[src/rtl/pwr_sup_pkg.sv]
package pwr_sup_pkg;
  typedef enum logic [1:0] {
    ST_OFF_HOLD  = 2'b00,
    ST_OFF_COUNT = 2'b01,
    ST_POWER_ON  = 2'b10
  } sup_state_e;
endpackage

[src/rtl/sup_sync.sv]
module sup_sync #(
  parameter int WIDTH  = 2,
  parameter int STAGES = 2
) (
  input  logic             clk_i,
  input  logic             rst_ni,
  input  logic [WIDTH-1:0] d_i,
  input  logic [WIDTH-1:0] rst_val_i,
  output logic [WIDTH-1:0] q_o
);
  logic [WIDTH-1:0] chain_q [STAGES];

  for (genvar s = 0; s < STAGES; s++) begin : g_stage
    always_ff @(posedge clk_i or negedge rst_ni) begin
      if (!rst_ni) chain_q[s] <= rst_val_i;
      else if (s == 0) chain_q[s] <= d_i;
      else chain_q[s] <= chain_q[(s == 0) ? 0 : s-1];
    end
  end

  assign q_o = chain_q[STAGES-1];
endmodule

[src/rtl/sup_interval_cnt.sv]
module sup_interval_cnt #(
  parameter int CNT_W = 8
) (
  input  logic             clk_i,
  input  logic             rst_ni,
  input  logic             clr_i,
  input  logic             inc_i,
  output logic [CNT_W-1:0] cnt_o
);
  localparam logic [CNT_W-1:0] CNT_MAX = '1;

  logic [CNT_W-1:0] cnt_q;

  always_ff @(posedge clk_i or negedge rst_ni) begin
    if (!rst_ni)                       cnt_q <= '0;
    else if (clr_i)                    cnt_q <= '0;
    else if (inc_i && cnt_q != CNT_MAX) cnt_q <= cnt_q + 1'b1;
  end

  assign cnt_o = cnt_q;

  // count never wraps
  a_r3_no_overflow: assert property (@(posedge clk_i) disable iff (!rst_ni)
    (cnt_q == CNT_MAX && !clr_i) |=> cnt_q == CNT_MAX);
  // without a tick or clear the count holds
  a_r3_hold: assert property (@(posedge clk_i) disable iff (!rst_ni)
    (!clr_i && !inc_i) |=> $stable(cnt_q));
endmodule

[src/rtl/sup_ctrl.sv]
module sup_ctrl
  import pwr_sup_pkg::*;
#(
  parameter int CNT_W         = 8,
  parameter int PWR_OFF_TICKS = 122,
  parameter int WD_TICKS      = 61
) (
  input  logic             clk_i,
  input  logic             rst_ni,
  input  logic             mr_s_i,
  input  logic             stb_s_i,
  input  logic             tick_i,
  input  logic             inhibit_i,
  input  logic [CNT_W-1:0] cnt_i,
  output logic             cnt_clr_o,
  output logic             cnt_inc_o,
  output sup_state_e       state_o
);
  localparam logic [CNT_W-1:0] PO_LAST = CNT_W'(PWR_OFF_TICKS - 1);
  localparam logic [CNT_W-1:0] WD_LIM  = CNT_W'(WD_TICKS);

  sup_state_e state_q, state_d;
  logic       stb_prev_q;
  logic       stb_edge;
  logic       wd_expired;

  always_ff @(posedge clk_i or negedge rst_ni) begin
    if (!rst_ni) begin
      state_q    <= ST_OFF_HOLD;
      stb_prev_q <= 1'b0;
    end else begin
      state_q    <= state_d;
      stb_prev_q <= stb_s_i;
    end
  end

  assign stb_edge   = stb_s_i ^ stb_prev_q;
  assign wd_expired = cnt_i > WD_LIM;

  always_comb begin
    state_d   = state_q;
    cnt_clr_o = 1'b0;
    cnt_inc_o = 1'b0;
    unique case (state_q)
      ST_OFF_HOLD: begin
        cnt_clr_o = 1'b1;
        if (mr_s_i) state_d = ST_OFF_COUNT;
      end
      ST_OFF_COUNT: begin
        if (!mr_s_i) begin
          state_d   = ST_OFF_HOLD;
          cnt_clr_o = 1'b1;
        end else if (tick_i) begin
          if (cnt_i == PO_LAST) begin
            state_d   = ST_POWER_ON;
            cnt_clr_o = 1'b1;
          end else begin
            cnt_inc_o = 1'b1;
          end
        end
      end
      ST_POWER_ON: begin
        if (!mr_s_i || wd_expired) begin
          state_d   = ST_OFF_HOLD;
          cnt_clr_o = 1'b1;
        end else if (inhibit_i || stb_edge) begin
          cnt_clr_o = 1'b1;
        end else if (tick_i) begin
          cnt_inc_o = 1'b1;
        end
      end
      default: begin
        state_d   = ST_OFF_HOLD;
        cnt_clr_o = 1'b1;
      end
    endcase
  end

  assign state_o = state_q;

  // hold persists while manual reset is low
  a_r1_hold_off: assert property (@(posedge clk_i) disable iff (!rst_ni)
    (state_q == ST_OFF_HOLD && !mr_s_i) |=> state_q == ST_OFF_HOLD);
  // power never comes straight from hold
  a_r2_no_skip: assert property (@(posedge clk_i) disable iff (!rst_ni)
    state_q == ST_OFF_HOLD |=> state_q != ST_POWER_ON);
  // a strobe edge clears the count while powered
  a_r4_edge_clear: assert property (@(posedge clk_i) disable iff (!rst_ni)
    (state_q == ST_POWER_ON && mr_s_i && cnt_i <= WD_LIM && stb_edge) |=> cnt_i == '0);
  // expired count drops power
  a_r5_timeout: assert property (@(posedge clk_i) disable iff (!rst_ni)
    (state_q == ST_POWER_ON && cnt_i > WD_LIM) |=> state_q == ST_OFF_HOLD);
  // low manual reset removes power
  a_r6_mr_off: assert property (@(posedge clk_i) disable iff (!rst_ni)
    !mr_s_i |=> state_q == ST_OFF_HOLD);
  // inhibit keeps the count at zero
  a_r7_inhibit: assert property (@(posedge clk_i) disable iff (!rst_ni)
    (state_q == ST_POWER_ON && mr_s_i && inhibit_i && cnt_i <= WD_LIM) |=> cnt_i == '0);
endmodule

[src/rtl/pwr_supervisor.sv]
module pwr_supervisor
  import pwr_sup_pkg::*;
#(
  parameter int PWR_OFF_TICKS = 122,
  parameter int WD_TICKS      = 61,
  parameter int SYNC_STAGES   = 2
) (
  input  logic       clk_i,
  input  logic       rst_ni,
  input  logic       mrst_ni,
  input  logic       wd_strobe_i,
  input  logic       tick_i,
  input  logic       wd_inhibit_i,
  output logic       pwr_en_o,
  output logic [1:0] state_o
);
  localparam int CNT_MAXV = (PWR_OFF_TICKS > WD_TICKS + 1) ? PWR_OFF_TICKS : WD_TICKS + 1;
  localparam int CNT_W    = $clog2(CNT_MAXV + 2);

  logic [1:0]       sync_in, sync_out;
  logic [CNT_W-1:0] cnt;
  logic             cnt_clr, cnt_inc;
  sup_state_e       state;

  assign sync_in = {mrst_ni, wd_strobe_i};

  sup_sync #(.WIDTH(2), .STAGES(SYNC_STAGES)) u_sync (
    .clk_i    (clk_i),
    .rst_ni   (rst_ni),
    .d_i      (sync_in),
    .rst_val_i(2'b00),
    .q_o      (sync_out)
  );

  sup_interval_cnt #(.CNT_W(CNT_W)) u_cnt (
    .clk_i (clk_i),
    .rst_ni(rst_ni),
    .clr_i (cnt_clr),
    .inc_i (cnt_inc),
    .cnt_o (cnt)
  );

  sup_ctrl #(
    .CNT_W        (CNT_W),
    .PWR_OFF_TICKS(PWR_OFF_TICKS),
    .WD_TICKS     (WD_TICKS)
  ) u_ctrl (
    .clk_i    (clk_i),
    .rst_ni   (rst_ni),
    .mr_s_i   (sync_out[1]),
    .stb_s_i  (sync_out[0]),
    .tick_i   (tick_i),
    .inhibit_i(wd_inhibit_i),
    .cnt_i    (cnt),
    .cnt_clr_o(cnt_clr),
    .cnt_inc_o(cnt_inc),
    .state_o  (state)
  );

  assign pwr_en_o = (state == ST_POWER_ON);
  assign state_o  = state;

  // power rises only out of the counting state
  a_r9_rise_from_count: assert property (@(posedge clk_i) disable iff (!rst_ni)
    $rose(pwr_en_o) |-> $past(state) == ST_OFF_COUNT);
endmodule

[config.mk]
export PLATFORM = sky130hd
export DESIGN_NAME = pwr_supervisor
export DESIGN_NICKNAME = d
export VERILOG_FILES = /design/src/rtl/pwr_sup_pkg.sv /design/src/rtl/sup_sync.sv /design/src/rtl/sup_interval_cnt.sv /design/src/rtl/sup_ctrl.sv /design/src/rtl/pwr_supervisor.sv
export SDC_FILE = /design/constraint.sdc
export NUM_CORES = 1
export LEC_CHECK = 0
export BUFFER_PORTS_ARGS = -buffer_cell sky130_fd_sc_hd__buf_2
export CAP_MARGIN = 20
export CORE_MARGIN = 2
export CORE_UTILIZATION = 48
export CTS_CLUSTER_SIZE = 20
export DETAILED_ROUTE_END_ITERATION = 12
export PLACE_DENSITY = 0.66
export SLEW_MARGIN = 25
export SYNTH_ARGS = -nofsm -noshare
export SYNTH_HDL_FRONTEND = slang
export SYNTH_SLANG_ARGS = --single-unit
[constraint.sdc]
create_clock -name clk_i -period 2.1 [get_ports clk_i]
set_clock_uncertainty 0.05 [all_clocks]
set_input_delay 0.315 -clock clk_i [delete_from_list [all_inputs] [get_ports clk_i]]
set_output_delay 0.315 -clock clk_i [all_outputs]
set_load 0.005 [all_outputs]
### Yosys cells after proc, flatten, opt, wreduce, memory -nomap -nowiden

Index checks and enable logic that the tools add are counted.

| cells by class | value |
|---|---|
| equal/unequal tests | 8 |
| $lt $le $gt $ge | 1 |
| reductions and logical operators | 7 |
| add/sub/neg operators | 1 |
| muxes and demuxes | 21 |
| bitwise logic cells | 1 |

Operator list:

| cell | number |
|---|---|
| $mux 7 | 2 |
| $mux 1 | 11 |
| $mux 2 | 5 |
| $add 7x1->7 const B | 1 |
| $eq 7x7->1 const B | 1 |
| $gt 7x6->1 const B | 1 |
| $ne 7x7->1 const B | 1 |
| $pmux 2 s3 | 1 |
| $pmux 1 s2 | 2 |
| $reduce_and 4->1 | 1 |
| $ne 3x2->1 const B | 1 |
| $ne 3x3->1 const B | 1 |
| $eq 2x1->1 const B | 1 |
| $eq 2x2->1 const B | 1 |
| $logic_not 2->1 | 1 |
| $logic_or 1x1->1 | 2 |
| $ne 2x1->1 const B | 1 |
| $ne 2x2->1 const B | 1 |
| $reduce_bool 2->1 | 1 |
| $logic_and 1x1->1 | 1 |
| $logic_not 1->1 | 1 |
| $xor 1x1->1 | 1 |

| word-level totals | value |
|---|---|
| bits in registers | 14 |

### Longest topological paths before layout

Gate-level depths: netlist of run 1.

| depth | value |
|---|---|
| depth after elaboration | 8 |
| gate-level depth with buffers | 8 |
| depth with buffers taken out | 7 |

### Worst setup path after synthesis of run 1

Ideal clock, no wire load.

| timing | value |
|---|---|
| kind | register to register |
| from | register u_ctrl.state_q[0] (netlist: u_ctrl.state_o[0]) |
| to | register u_cnt.cnt_q[4] (netlist: u_cnt.cnt_o[4]) |
| path buffers | 0 |
| arrival time | 1,692 ps |
| path slack | 278 ps |
| cell stages (with the launch flop) | 7 |
| setup time | 80 ps |
| cells stage by stage | dfrtp_1 -> inv_1 -> ha_1 -> o311ai_2 -> o22a_1 -> or4_1 -> a21oi_1 |

| between the ends | value |
|---|---|
| word-level cells in the longest chain between the ends | 4 |
| elaborated cells between the ends (all ways) | 7 |
| classes of those cells | eq/ne: 2; mux: 3; reduce/logical: 2 |

RTL lines:

| element | RTL line | text |
|---|---|---|
| from (decl) | sup_ctrl.sv:22 | `sup_state_e state_q, state_d;` |
| from (signal assigned) | sup_ctrl.sv:32 | `state_q <= state_d;` |
| $eq 2x2->1 * | -- |  |
| via pwr_en_o | pwr_supervisor.sv:14 | `output logic pwr_en_o,` |
| $pmux 1 s2 | sup_ctrl.sv:44 | `unique case (state_q)` |
| $logic_and 1x1->1 | sup_interval_cnt.sv:17 | `else if (inc_i && cnt_q != CNT_MAX) cnt_q <= cnt_q + 1'b1;` |
| $reduce_bool 2->1 (no line) | -- |  |
| to (signal assigned) | sup_interval_cnt.sv:17 |  |
| to (decl) | sup_interval_cnt.sv:12 | `logic [CNT_W-1:0] cnt_q;` |

Mark *: on every way through the listed nets, which the timed path passes. The rest lies on a longest branch.
A chain may end at the register's enable or synchronous reset.

### Worst setup path in the final report of run 1

| timing | value |
|---|---|
| from | register u_ctrl.state_q[0] (netlist: u_ctrl.state_o[0]) |
| to | register u_cnt.cnt_q[4] (netlist: u_cnt.cnt_o[4]) |

| between the ends | value |
|---|---|
| word-level cells in the longest chain between the ends | 4 |
| elaborated cells between the ends (all ways) | 7 |
| classes of those cells | eq/ne: 2; mux: 3; reduce/logical: 2 |

RTL lines:

| element | RTL line |
|---|---|
| $eq 2x2->1 or $eq 2x1->1 (tied branches) | sup_ctrl.sv:44 |
| $pmux 1 s2 | sup_ctrl.sv:44 |
| $logic_and 1x1->1 | sup_interval_cnt.sv:17 |
| $reduce_bool 2->1 (no line) | -- |

Parallel ways exist; a longest one is shown, timed or not.

==> impl.org, run 1 <==
** Status
- Status :: finished, final reports clean

** STA
- Final hold analysis gives a worst-case slack of 0.0857 ns.
- After layout, the worst setup slack is 0.122 ns.
- The final hold violation count came to 0.
- Peak clock frequency supported by timing :: 0.506 GHz
- Slew Viols, Final :: 0
- Unrepaired setup endpoints after global routing :: false
- Crit path time final :: 1.98 ns
- Total negative slack for setup checks :: 0 ns
- Setup violators final :: 0
- At the pin with the least slew margin, the transition time is 0.339 ns.
- Relative slew margins :: 77.1%
- Share of the cycle needed by the critical path after routing :: 94.2%

** Logic synthesis
- Most area-hungry cell type in the Yosys netlist :: dfrtp_1
- Ranked by total cell area, the synthesized netlist is headed by dfrtp_1, ha_1, a21oi_1.
- Average size of a mapped cell :: 10.0 sq um
- Most frequent cells after synthesis :: dfrtp_1, a21oi_1, o21ai_0
- Cell area after technology mapping :: 763 sq um
- The number of different library cells used by synthesis comes to 27.
- Register area share after synthesis :: 45.9%
- Ys Warns :: 0
- Proportion of netlist area held by the largest area contributor :: 45.9%
- Among all cell types in the netlist, the one instantiated most often is dfrtp_1.
- Top FF cell, synth :: dfrtp_1
- Synth Instances :: 76
- Number of enable-type register cells in the synthesized netlist :: 0
- In the synthesized netlist the async set-or-reset flop fraction comes to 100%.
- When the netlist entered floorplanning its net count stood at 87.
- Number of storage elements in the synthesis netlist :: 14

** Clock tree
- Worst-skew pair later-pin latency :: 0.28 ns
- CTS built an H-tree with a depth of 1.
- Counting along the longest clock path gives a buffer depth of 2.
- Clock transition time at the flip-flop clock pins of the worst setup and hold paths :: 0.08 ns
- Clock Root Buffer :: clkbuf_4
- Number of clock sinks :: 14
- Post-CTS Setup Inserts :: 0
- TritonCTS created 3 clock buffers.
- TritonCTS built the clock tree.

** Power and ir drop
- For this design the total switching power over the nets is 0.267 mW.
- The internal portion of the total power is 0.511 mW.
- Net switching share of the total power :: 34.3%
- Of the total power, registers draw 40.9%.
- The share of total power dissipated in the clock network is 24.8%.
- Power Dens Cells :: 877 nW/um^2
- The worst-case IR drop observed on VDD is 494 uV.
- Portion of total power attributed to combinational logic :: 34.4%
- The analysis attributes to cell leakage a power of 0.356 nW.

** Layout
- Number of diodes :: 0
- Layout fillers :: 132
- The area growth from synthesis to layout is 16.2%.
- Across the whole layout, storage elements account for 350 sq um.
- Total Nets Final :: 102
- Final Instance Count excl. Fillers :: 106
- Share of layout cells above drive strength 1 :: 24.4%
- Cells fill 58.9% of the core in the end.
- Multi-input logic area :: 400 sq um

** Floorplanning
- Die Footprint :: 1930 sq um
- 9 I/O pins were placed.
- After floorplanning, the core was divided into 14 placement rows.
- Initial core utilization :: 50.7%
- Y dimension of the die :: 43.9 um
- Core Region :: 1510 sq um
- In this run the horizontal extent of the chip is 43.9 um.

** Critical path
- WP data arrival :: 2.13 ns
- The worst setup path is captured at a register.
- STA puts the critical path data required time at 2.25 ns.
- Counting cells, the worst reg-to-reg path comes to 6.
- Critical path startpoint category :: register
- Worst-path fanout max :: 9
- Setup Crit Path Kind :: reg -> reg
- Register-to-register setup slack :: 0.12 ns

** Placement
- Number of input and output port buffers inserted :: 8
- The wire-length estimate of the detail-placed layout is 997 um.
- Setup WS pre-CTS :: 0.0840 ns
- At the end of routability-driven placement, the weighted congestion stood at 0.845.
- Once placement completed, the tool counted placed cells totaling 101.

** Route
- After detailed routing, the average wire length per cell comes to 12.5 um.
- The count of nets left with antenna violations once routing finished came out at 0.
- Number of search-and-repair iterations in the first detailed-routing pass :: 4
- The final layout contains routed wiring with a total length of 1330 um.
- The final route contains 593 vias.
- Initial DRC Count :: 16
- Mean number of vias per cell :: 5.59
- Number of DRC violations after detailed routing :: 0

** Global routing
- The total overflow left after global routing is 0.
- Wire length of the first global-routing pass :: 2370 um
- Global routing used 16.9% of the available tracks.
- The via count of the first global-routing pass came to 561.
- Maximum number of pins on one net before global-route repair :: 15
- Antenna violations before repair :: 0

** Min path
- The min-delay analysis places its worst path in the category in -> reg.
- Along the worst hold path, the cell count comes to 1.

** Flow run
- Across the run, the number of max-cap violations was 0.
-- registers in the layout (all words and copies together), names as in the netlist --
signal,count
u_ctrl.state_o,2
u_ctrl.stb_prev_q,1
u_sync.q_o,2
u_sync.chain_q,2
u_cnt.cnt_o,7
-- placed cells by master (no fill, tap or decap) --
master	instances
o21ai_0	7
clkbuf_4	3
nor3_1	2
ha_2	1
o31ai_1	3
clkbuf_8	1
nand3b_1	1
nand4_1	2
o21bai_1	1
buf_2	8
inv_1	4
o21ai_1	1
nor4b_2	1
ha_1	4
a31o_2	1
o22a_2	1
a22o_1	1
buf_4	2
or3_1	5
nand4_2	1
or4_1	2
nor3b_2	1
nand3_1	3
o311ai_2	1
dlygate4sd3_1	1
nand2_1	6
nand4b_1	1
a21oi_1	7
nor2_1	2
xnor2_1	1
and2_2	1
dfrtp_1	14
-- through the flow --
stage | instance area (sq um) | power, mW
after detailed placement | 831 | 0.586
after CTS | 877 | 0.784
after floorplan | 763 | 0.510
after global routing | 887 | 0.845
final | 887 | 0.778
after global placement | 831 | 0.586
-- cell type report --
type                            count  area share (%)
Inverter                            4            1.69
Timing Repair Buffer               11            7.33
Multi-Input combinational cell     57            45.1
Sequential cell                    14            39.5
Clock buffer                        4            4.09
Tap cell                           16            2.26
-- layer usage --
layer  track usage, %  up-vias  share of wire, %
met2             25.3        8                41
met3             5.00        2               2.5
met5                0        -                 0
li1                 -      315                 -
met1             22.8      268                55
met4             7.27        0               1.7
-- power by group through the flow --
stage	Clock (mW)	Sequential, mW	Combinational (mW)
finish	0.193	0.318	0.268
global placement	0	0.323	0.263
global route	0.214	0.323	0.309
detailed placement	0	0.324	0.262
CTS	0.201	0.318	0.265
floorplan	0	0.322	0.188
-- worst max-delay path: stages (launching register included) --
cell	delay, ns
dfrtp_1	0.41
inv_1	0.11
ha_2	0.22
o311ai_2	0.13
o22a_2	0.31
or4_1	0.51
a21oi_1	0.16
-- cells by family (layout without fill, tap and decap cells) --
family                   after synthesis  in the layout  synth area share, %
buffers and inverters                  5             19                 2.95
flip-flops                            14             14                 45.9
adder cells (fa/ha/maj)                5              5                 8.20
AO/OA/AOI/OAI                         23             23                 19.3
XOR/XNOR                               1              1                 1.15
AND/OR/NAND/NOR                       28             28                 22.5
-- timing repair --
| action | in CTS | in global routing |
|---|---|---|
| hold buffers | 1 | 0 |
| endpoints found under the setup margin | 0 | 4 |
| hold endpoints to repair | 14 | 0 |
| gates resized for setup | 0 | 3 |
-- worst paths after layout --
path / start / endpoint
worst max-delay path: u_ctrl.state_o[0]$_DFFE_PN0P_ / u_cnt.cnt_o[4]$_DFFE_PN0P_
worst min register to register: u_sync.chain_q[2]$_DFF_PN0_ / u_sync.q_o[0]$_DFF_PN0_
worst max register to register: u_ctrl.state_o[0]$_DFFE_PN0P_ / u_cnt.cnt_o[4]$_DFFE_PN0P_
worst min-delay path: mrst_ni / u_sync.chain_q[3]$_DFF_PN0_
max in group asynchronous: rst_ni / u_cnt.cnt_o[1]$_DFFE_PN0P_
min in group asynchronous: rst_ni / u_cnt.cnt_o[5]$_DFFE_PN0P_
Power figures use the tool's default switching activity.
==> inputs of run 2 (changes only) <==
Settings changed: ABC_AREA from default to 1, PLACE_DENSITY 0.66 to 0.65, SLEW_MARGIN 25 to 20.
==> run 2 against run 1 <==
Against the previous run:
- wire length is 12% higher
- first-iteration DRC count up 38%
- core utilization fell by 2.2 points
- fmax is 20% higher
- sequential power up 6%
- sequential share of layout area down 2.9 points
- power increased by 24%
- largest power group is now combinational cells
==> impl.org, run 2 <==
** Clock tree
- Number of clock sinks :: 14 (unchanged)
- The clock latency of the later-clocked register in the worst-skew pair is 0.29 ns (about the same).
- Total of cells resized after clock tree synthesis :: 0 (unchanged)
- The number of levels the H-tree was split into was 1 (unchanged).
- TritonCTS built the clock tree.
- Clock transition time at the flip-flop clock pins of the worst setup and hold paths :: 0.09 ns (about the same)
- Num CTS Buffers :: 3 (unchanged)
- The maximum count of clock buffers along a single path is 2 (unchanged).
- Clock Root Buffer :: clkbuf_4

** Logic synthesis
- Proportion of netlist area held by the largest area contributor :: 41.2% (-4.7 points)
- Number of distinct standard cells referenced by the synthesized netlist :: 21 (-22%)
- The cell area after synthesis is 850 sq um (+11%).
- By area the synthesized netlist is led by dfrtp_1, nand2_1, ha_1.
- The total of warnings raised by yosys is 0 (unchanged).
- Number of storage elements in the synthesis netlist :: 14 (unchanged)
- The number of flops mapped to enable cells by yosys was 0 (unchanged).
- The sequential-to-total area share from yosys stat is 41.2% (-4.7 points).
- Among all cell types in the netlist, the one instantiated most often is nand2_1.
- Most frequent cells after synthesis :: nand2_1, dfrtp_1, nor2_1
- Net count after synthesis :: 114 (+31%)
- Among all flip-flop cells after synthesis, the most frequent one is dfrtp_1.
- The mean post-synth cell area was 8.25 sq um (-18%).
- The fraction of registers with async set/reset was 100% (unchanged).
- The instance count of the mapped netlist is 103 (+36%).
- Summed over all instances, the cell type with the most area after synthesis is dfrtp_1.

** Layout
- The library cell used most frequently in the layout, excluding fill and tap cells, is nand2_1.
- The flip-flop count of the largest register after layout was 7 (unchanged).
- Layout fillers :: 152 (+15%)
- Share of layout cells above drive strength 1 :: 21.6% (-2.9 points)
- Total Nets Final :: 128 (+25%)
- Compared with the post-synthesis result, the final layout area differs by 12.7%.
- Post-layout util :: 56.7% (-2.2 points)
- The top cell types in the final layout, fill and taps aside, are nand2_1, dfrtp_1, nor2_1.
- The final antenna diode count came to 0 (unchanged).

** Critical path
- The critical path depth in cells was 11 (+5).
- Broken down by cell family, the worst path's largest delay share belongs to simple AND/OR/NAND/NOR gates.
- The slack of the worst reg-to-reg path was 0.45 ns (+0.33 ns).
- The signal arrival time at the worst endpoint was 1.79 ns (-0.34 ns).
- The worst setup path is launched from a register.
- Worst Path Buf+Inv :: 2 (+1)
- Most frequent cell on the critical path :: nand2_1
- The slowest stage of the critical path belongs to the cell dfrtp_1.
- Traced cell by cell, the critical path runs through inv_1 -> ha_1 -> nor2_1 -> a21oi_2 -> nand2_1 -> nand2_2 -> inv_2 -> nor2_8 -> nand2_4 -> nand2_1 -> nand2_1.
- The data required time at the worst endpoint came to 2.24 ns (about the same).
- Highest cell delay on the worst timing path :: 0.45 ns (-0.06 ns)
- Endpoint type of the worst setup path :: register
- Worst-path fanout max :: 7 (-2)
- R2R cell count :: 11 (+5)
- The critical path is of the reg -> reg type.

** Floorplanning
- Y dimension of the die :: 46.1 um (+5.0%)
- The die width is 46.1 um (+5.0%).
- Number of rows created at floorplan :: 15 (+1)
- The effective utilization at floorplan is 50.3% (-0.37 points).
- The boundary pin count came to 9 (unchanged).
- Die Footprint :: 2120 sq um (+10%)
- The core footprint was 1690 sq um (+12%).

** STA
- Setup repair after global routing left no endpoint under its margin.
- The slew of the pin with the lowest slew margin is 0.316 ns (-0.0234 ns).
- Slew Viols, Final :: 0 (unchanged)
- The total negative slack is 0 ns (unchanged).
- The final hold violation count was 0 (unchanged).
- Relative slew margins :: 78.9% (+1.8 points)
- The upper clock frequency limit is 0.607 GHz (+20%).
- The total setup violations reported at the end of the flow was 0 (unchanged).
- Crit path time final :: 1.65 ns (-0.330 ns)
- The part of the cycle the worst path needs is 78.5% (-16 points).

** Power and ir drop
- The sequential share of power came to 34.9% (-6.0 points).
- Clock Power Share :: 20.8% (-4.0 points)
- Portion of total power attributed to combinational logic :: 44.4% (+10 points)
- The switching part of the total was 41.6% (+7.3 points).
- Net switching power :: 0.402 mW (+50%)
- Power Dens Cells :: 1010 nW/um^2 (+15%)
- The internal power was 0.564 mW (+10%).
- The cell leakage power is 0.469 nW (+32%).
- The maximum resistive drop on vdd was 698 uV (+41%).

** Route
- The starting DRC count in detailed routing came to 22 (+6).
- Antenna viol nets, final :: 0 (unchanged)
- The number of optimization iterations in the first detailed-route pass came to 4 (unchanged).
- The sum of routed wire length over all layers is 1490 um (+12%).
- WL per Instance :: 11.2 um (-11%)
- Number of DRC violations after detailed routing :: 0 (unchanged)
- Mean number of vias per cell :: 5.08 (-9.1%)
- The number of vias after detailed routing came to 676 (+14%).

** Global routing
- The largest net degree at the start of global routing was 15 (unchanged).
- The first-pass GRT wire length came to 2540 um (+7.0%).
- The number of antenna violations at the first check in global routing came to 0 (unchanged).
- The total congestion overflow was 0 (unchanged).
- The aggregate global-route resource usage is 17.3% (+0.39 points).
- Vias in the first global route :: 599 (+6.8%)

** Flow run
- Max-cap violations :: 0 (unchanged)

** Placement
- The number of port buffers was 8 (unchanged).
- The half-perimeter wire length after placement was 1120 um (+13%).
- GPL Wtd Cong :: 0.777 (-8.0%)

** Status
- Status :: finished, final reports clean

** Min path
- Class of the tightest hold or removal check :: in -> reg
- The number of instances on the worst hold path is 1 (unchanged).
==> run 2: changes by cell type after synthesis, moves of 3 or more <==
cell,before,now
o21ai_0,7,0
nor2_1,2,13
o31ai_1,3,0
or3_1,5,0
nand3_1,3,11
inv_1,4,11
nand2_1,6,25
nand2_2,0,4
a21oi_1,7,1
==> run 2: cells by family after synthesis <==
| family | synth area share [%] |
|---|---|
| and+or+nand+nor | 38.3 |
| DFF | 41.2 |
| buffers and inverters | 5.30 |
| AOI/OAI and AO/OA | 3.68 |
| adders and majority gates | 7.36 |
| xor gates and xnor gates | 4.12 |
==> run 2: layout make-up <==
| type | instances | area, sq um | share of cell area, % |
|---|---|---|---|
| Sequential cell | 14 | 350 | 36.6 |
| Tap cell | 17 | 21.3 | 2.22 |
| Inverter | 12 | 45.0 | 4.71 |
| Multi-Input combinational cell | 77 | 454 | 47.5 |
| Clock buffer | 4 | 36.3 | 3.79 |
| Timing Repair Buffer | 9 | 50.0 | 5.23 |
==> run 2: final timing paths <==
kind | start | to
max in group asynchronous | rst_ni | u_cnt.cnt_o[0]$_DFFE_PN0P_
worst min register to register | u_sync.chain_q[3]$_DFF_PN0_ | u_sync.q_o[1]$_DFF_PN0_
worst max-delay path | u_cnt.cnt_o[1]$_DFFE_PN0P_ | u_cnt.cnt_o[5]$_DFFE_PN0P_
worst min-delay path | mrst_ni | u_sync.chain_q[3]$_DFF_PN0_
worst max register to register | u_cnt.cnt_o[1]$_DFFE_PN0P_ | u_cnt.cnt_o[5]$_DFFE_PN0P_
min in group asynchronous | rst_ni | u_cnt.cnt_o[6]$_DFFE_PN0P_
==> run 2: routing by layer <==
| metal | global-route usage, % | routed length (um) | vias to the layer above |
|---|---|---|---|
| li1 | - | - | 350 |
| met1 | 23.5 | 727 | 308 |
| met2 | 26.1 | 670 | 14 |
| met3 | 2.35 | 49 | 4 |
| met4 | 10.3 | 44 | 0 |
| met5 | 0 | 0 | - |
==> run 2: stage by stage <==
step	cells	power, mW	setup WS (ns)	area, sq um	hold slack (ns)
3_5_place_dp	128	0.772	0.471	911	0.180
5_1_grt	133	1.04	0.320	957	0.0710
2_1_floorplan	103	0.673	0.630	850	-0.0306
4_1_cts	133	0.981	0.454	957	0.0719
3_3_place_gp	128	0.763	0.540	911	0.177
6_report	133	0.966	0.452	957	0.0800
==> run 2: power by group through the flow <==
stage,logic [mW],registers (mW),clock network (mW)
6_report,0.429,0.337,0.201
5_1_grt,0.478,0.345,0.220
4_1_cts,0.433,0.337,0.210
3_5_place_dp,0.429,0.343,0
3_3_place_gp,0.425,0.339,0
2_1_floorplan,0.337,0.336,0
==> run 2: repair_timing <==
item | in CTS | in global routing
hold buffers | 1 | 0
hold endpoints to repair | 14 | 0
setup buffers | 0 | 0
==> inputs of run 3 (changes only) <==
Clock period 2.1 ns to 1.7 ns, I/O delays scaled along.
==> run 3 against run 2 <==
Against the previous run:
- clock-buffer cell count stayed put
- cell count grew 0.75%
- sequential power increased by 24%
- global-route usage decreased by 0.24 points
- die area did not move
- clock power is 23% higher
- core utilization is 2.1 points higher
- power rose by 28%
- largest cell class unchanged
==> impl.org, run 3 (synthesized netlist as in run 2, its figures left out) <==
** Status
- The flow ran to the end, and the final reports show no timing, DRC or antenna violations.

** Clock tree
- CTS tree :: done
- The clock input transition at the sequential cells of the worst setup and hold paths is 0.09 ns (about the same).
- Num CTS Buffers :: 3 (unchanged)
- The number of levels the H-tree was split into came to 1 (unchanged).
- Worst-skew pair later-pin latency :: 0.29 ns (about the same)
- The maximum count of clock buffers along a single path was 2 (unchanged).
- Clock tree synthesis selected as its root buffer the cell clkbuf_4.
- Number of clock sinks :: 14 (unchanged)

** Min path
- The worst hold path belongs to the class in -> reg.

** Layout
- The library cell used most frequently in the layout, excluding fill and tap cells, is nand2_1.
- The flip-flop count of the largest register after layout was 7 (unchanged).
- In the layout the commonest cells are nand2_1, nor2_1, dfrtp_1.
- The final-stage net count came to 129 (+0.78%).
- Final Instance Count excl. Fillers :: 134 (+0.75%)
- Share of layout cells above drive strength 1 :: 29.1% (+7.5 points)
- The final antenna diode count came to 0 (unchanged).
- Area delta synth->final :: 16.8%

** Critical path
- STA classifies the critical path startpoint as a register.
- The number of cells on the worst reg-to-reg path is 11 (unchanged).
- Worst reg2reg path endpoint :: u_cnt.cnt_o[2]$_DFFE_PN0P_
- Highest cell delay on the worst timing path :: 0.44 ns (about the same)
- The critical path depth in cells was 11 (unchanged).
- Worst Path Buf+Inv :: 2 (unchanged)
- Capturing instance or port of the critical path :: u_cnt.cnt_o[2]$_DFFE_PN0P_
- Most frequent cell on the critical path :: nand2_1
- Cell at the slowest stage of the critical path :: dfrtp_2
- Startpoint of the worst register-to-register path :: u_cnt.cnt_o[1]$_DFFE_PN0P_
- The maximum fanout encountered on the critical timing path was 7 (unchanged).
- The signal arrival time at the worst endpoint came to 1.75 ns (-0.04 ns).
- Origin of the worst setup path :: u_cnt.cnt_o[1]$_DFFE_PN0P_
- Setup Crit Path Kind :: reg -> reg
- The data required time at the worst endpoint came to 1.84 ns (-0.40 ns).
- Ordered cell list for the critical path :: inv_2 -> ha_4 -> nor2_1 -> a21oi_2 -> nand2_1 -> nand2_2 -> inv_4 -> nor2_8 -> nand2_4 -> nand2_1 -> nand2_1
- Endpoint type of the worst setup path :: register
- The slack of the worst reg-to-reg path was 0.08 ns (-0.37 ns).
- The cell family contributing the most delay on the critical path is simple AND/OR/NAND/NOR gates.

** Global routing
- The aggregate global-route resource usage came to 17.1% (-0.24 points).
- GRT met3 Usage :: 3.53% (+1.2 points)
- GR Layer Usage met1 :: 22.3% (-1.2 points)
- Maximum number of pins on one net before global-route repair :: 15 (unchanged)
- The first-pass GRT wire length is 2500 um (-1.4%).
- The via count of the first global-routing pass was 602 (+0.50%).
- After global routing, the most crowded layer is met2.
- The met2 global-route usage is 26.7% (+0.56 points).
- Sum of overflow across all layers after global routing :: 0 (unchanged)
- Antenna violations before repair :: 0 (unchanged)

** Placement
- The number of port buffers was 8 (unchanged).
- GPL Wtd Cong :: 0.777 (about the same)
- Count of placed standard cells including taps :: 128 (unchanged)
- DPL Wire Length :: 1150 um (+2.1%)

** STA
- Unrepaired setup endpoints after global routing :: false
- Share of the cycle needed by the critical path after routing :: 95.0% (+17 points)
- The final critical delay including setup and external delays came to 1.62 ns (-0.0328 ns).
- Slew Viols, Final :: 0 (unchanged)
- The final hold violation count came to 0 (unchanged).
- The total setup violations reported at the end of the flow was 0 (unchanged).
- Measured slew at the worst slew-check pin :: 0.320 ns (+0.00453 ns)
- Total negative slack for setup checks :: 0 ns (unchanged)
- The headroom to the max-slew limit is 78.6% (-0.30 points).
- Peak clock frequency supported by timing :: 0.619 GHz (+2.0%)

** Floorplanning
- Core Region :: 1690 sq um (unchanged)
- The number of cell rows came to 15 (unchanged).
- Die width :: 46.1 um (unchanged)
- Initial core utilization :: 50.3% (unchanged)
- IO Pins :: 9 (unchanged)
- Y dimension of the die :: 46.1 um (unchanged)
- Die Footprint :: 2120 sq um (unchanged)

** Route
- Number of DRC violations after detailed routing :: 0 (unchanged)
- The routed wirelength normalized by instance count is 11.7 um (+4.0%).
- The number of optimization iterations in the first detailed-route pass was 4 (unchanged).
- The number of vias after detailed routing is 696 (+3.0%).
- The residual antenna-violating net count after detailed routing is 0 (unchanged).
- Mean number of vias per cell :: 5.19 (+2.2%)
- The sum of routed wire length over all layers is 1560 um (+4.8%).
- Initial DRC Count :: 15 (-32%)

** Power and ir drop
- Power Dens Cells :: 1240 nW/um^2 (+23%)
- Max rail drop VDD :: 664 uV (-4.9%)
- The cell leakage power is 0.474 nW (+1.2%).

** Flow run
- Max-cap violations :: 0 (unchanged)
-- run 3: worst min path at each step --
stage	from	endpoint	slack [ns]	cells after the start
finish	mrst_ni	u_sync.chain_q[3]$_DFF_PN0_	0.02	1
CTS	mrst_ni	u_sync.chain_q[3]$_DFF_PN0_	0.02	1
global route	mrst_ni	u_sync.chain_q[3]$_DFF_PN0_	0.01	1
detailed placement	rst_ni	u_ctrl.state_o[1]$_DFFE_PN0P_	0.12	1
floorplan	rst_ni	u_cnt.cnt_o[0]$_DFFE_PN0P_	-0.09	0
global placement	rst_ni	u_ctrl.state_o[1]$_DFFE_PN0P_	0.12	1
-- run 3: final cells by class --
type / instances / area [sq um]
Clock buffer: 4 / 36.3
Fill cell: 151 / 697
Inverter: 12 / 47.5
Multi-Input combinational cell: 77 / 477
Sequential cell: 14 / 353
Tap cell: 17 / 21.3
Timing Repair Buffer: 10 / 57.6
-- run 3: report_power, final --
group / internal [mW] / leakage [nW] / switching, mW
clock network: 0.130 / 0.0210 / 0.116
registers: 0.374 / 0.178 / 0.0452
logic: 0.204 / 0.276 / 0.364
-- run 3: through the flow --
step | util, % | total power, mW | setup WS [ns] | hold slack, ns | instance area, sq um
after floorplan | - | 0.832 | 0.230 | -0.0906 | 850
after global placement | 53.9 | 0.943 | 0.140 | 0.117 | 911
after detailed placement | 53.9 | 0.954 | 0.0817 | 0.121 | 911
after CTS | 56.7 | 1.21 | 0.0661 | 0.0155 | 957
after global routing | 58.7 | 1.32 | 0.00810 | 0.00976 | 992
final | 58.7 | 1.23 | 0.0847 | 0.0232 | 992
-- run 3: repair_timing --
action / in CTS / in global routing
hold buffers: 1 / 0
resized for setup: 0 / 10
endpoints found under the setup margin: 0 / 6
setup buffers: 0 / 1
hold endpoints to repair: 14 / 0
-- run 3: per-layer routing --
layer / part of all wire (%) / vias to the layer above
met2: 48 / 12
met3: 2.6 / 2
met5: 0 / -
li1: - / 354
met4: 1.1 / 0
met1: 48 / 328
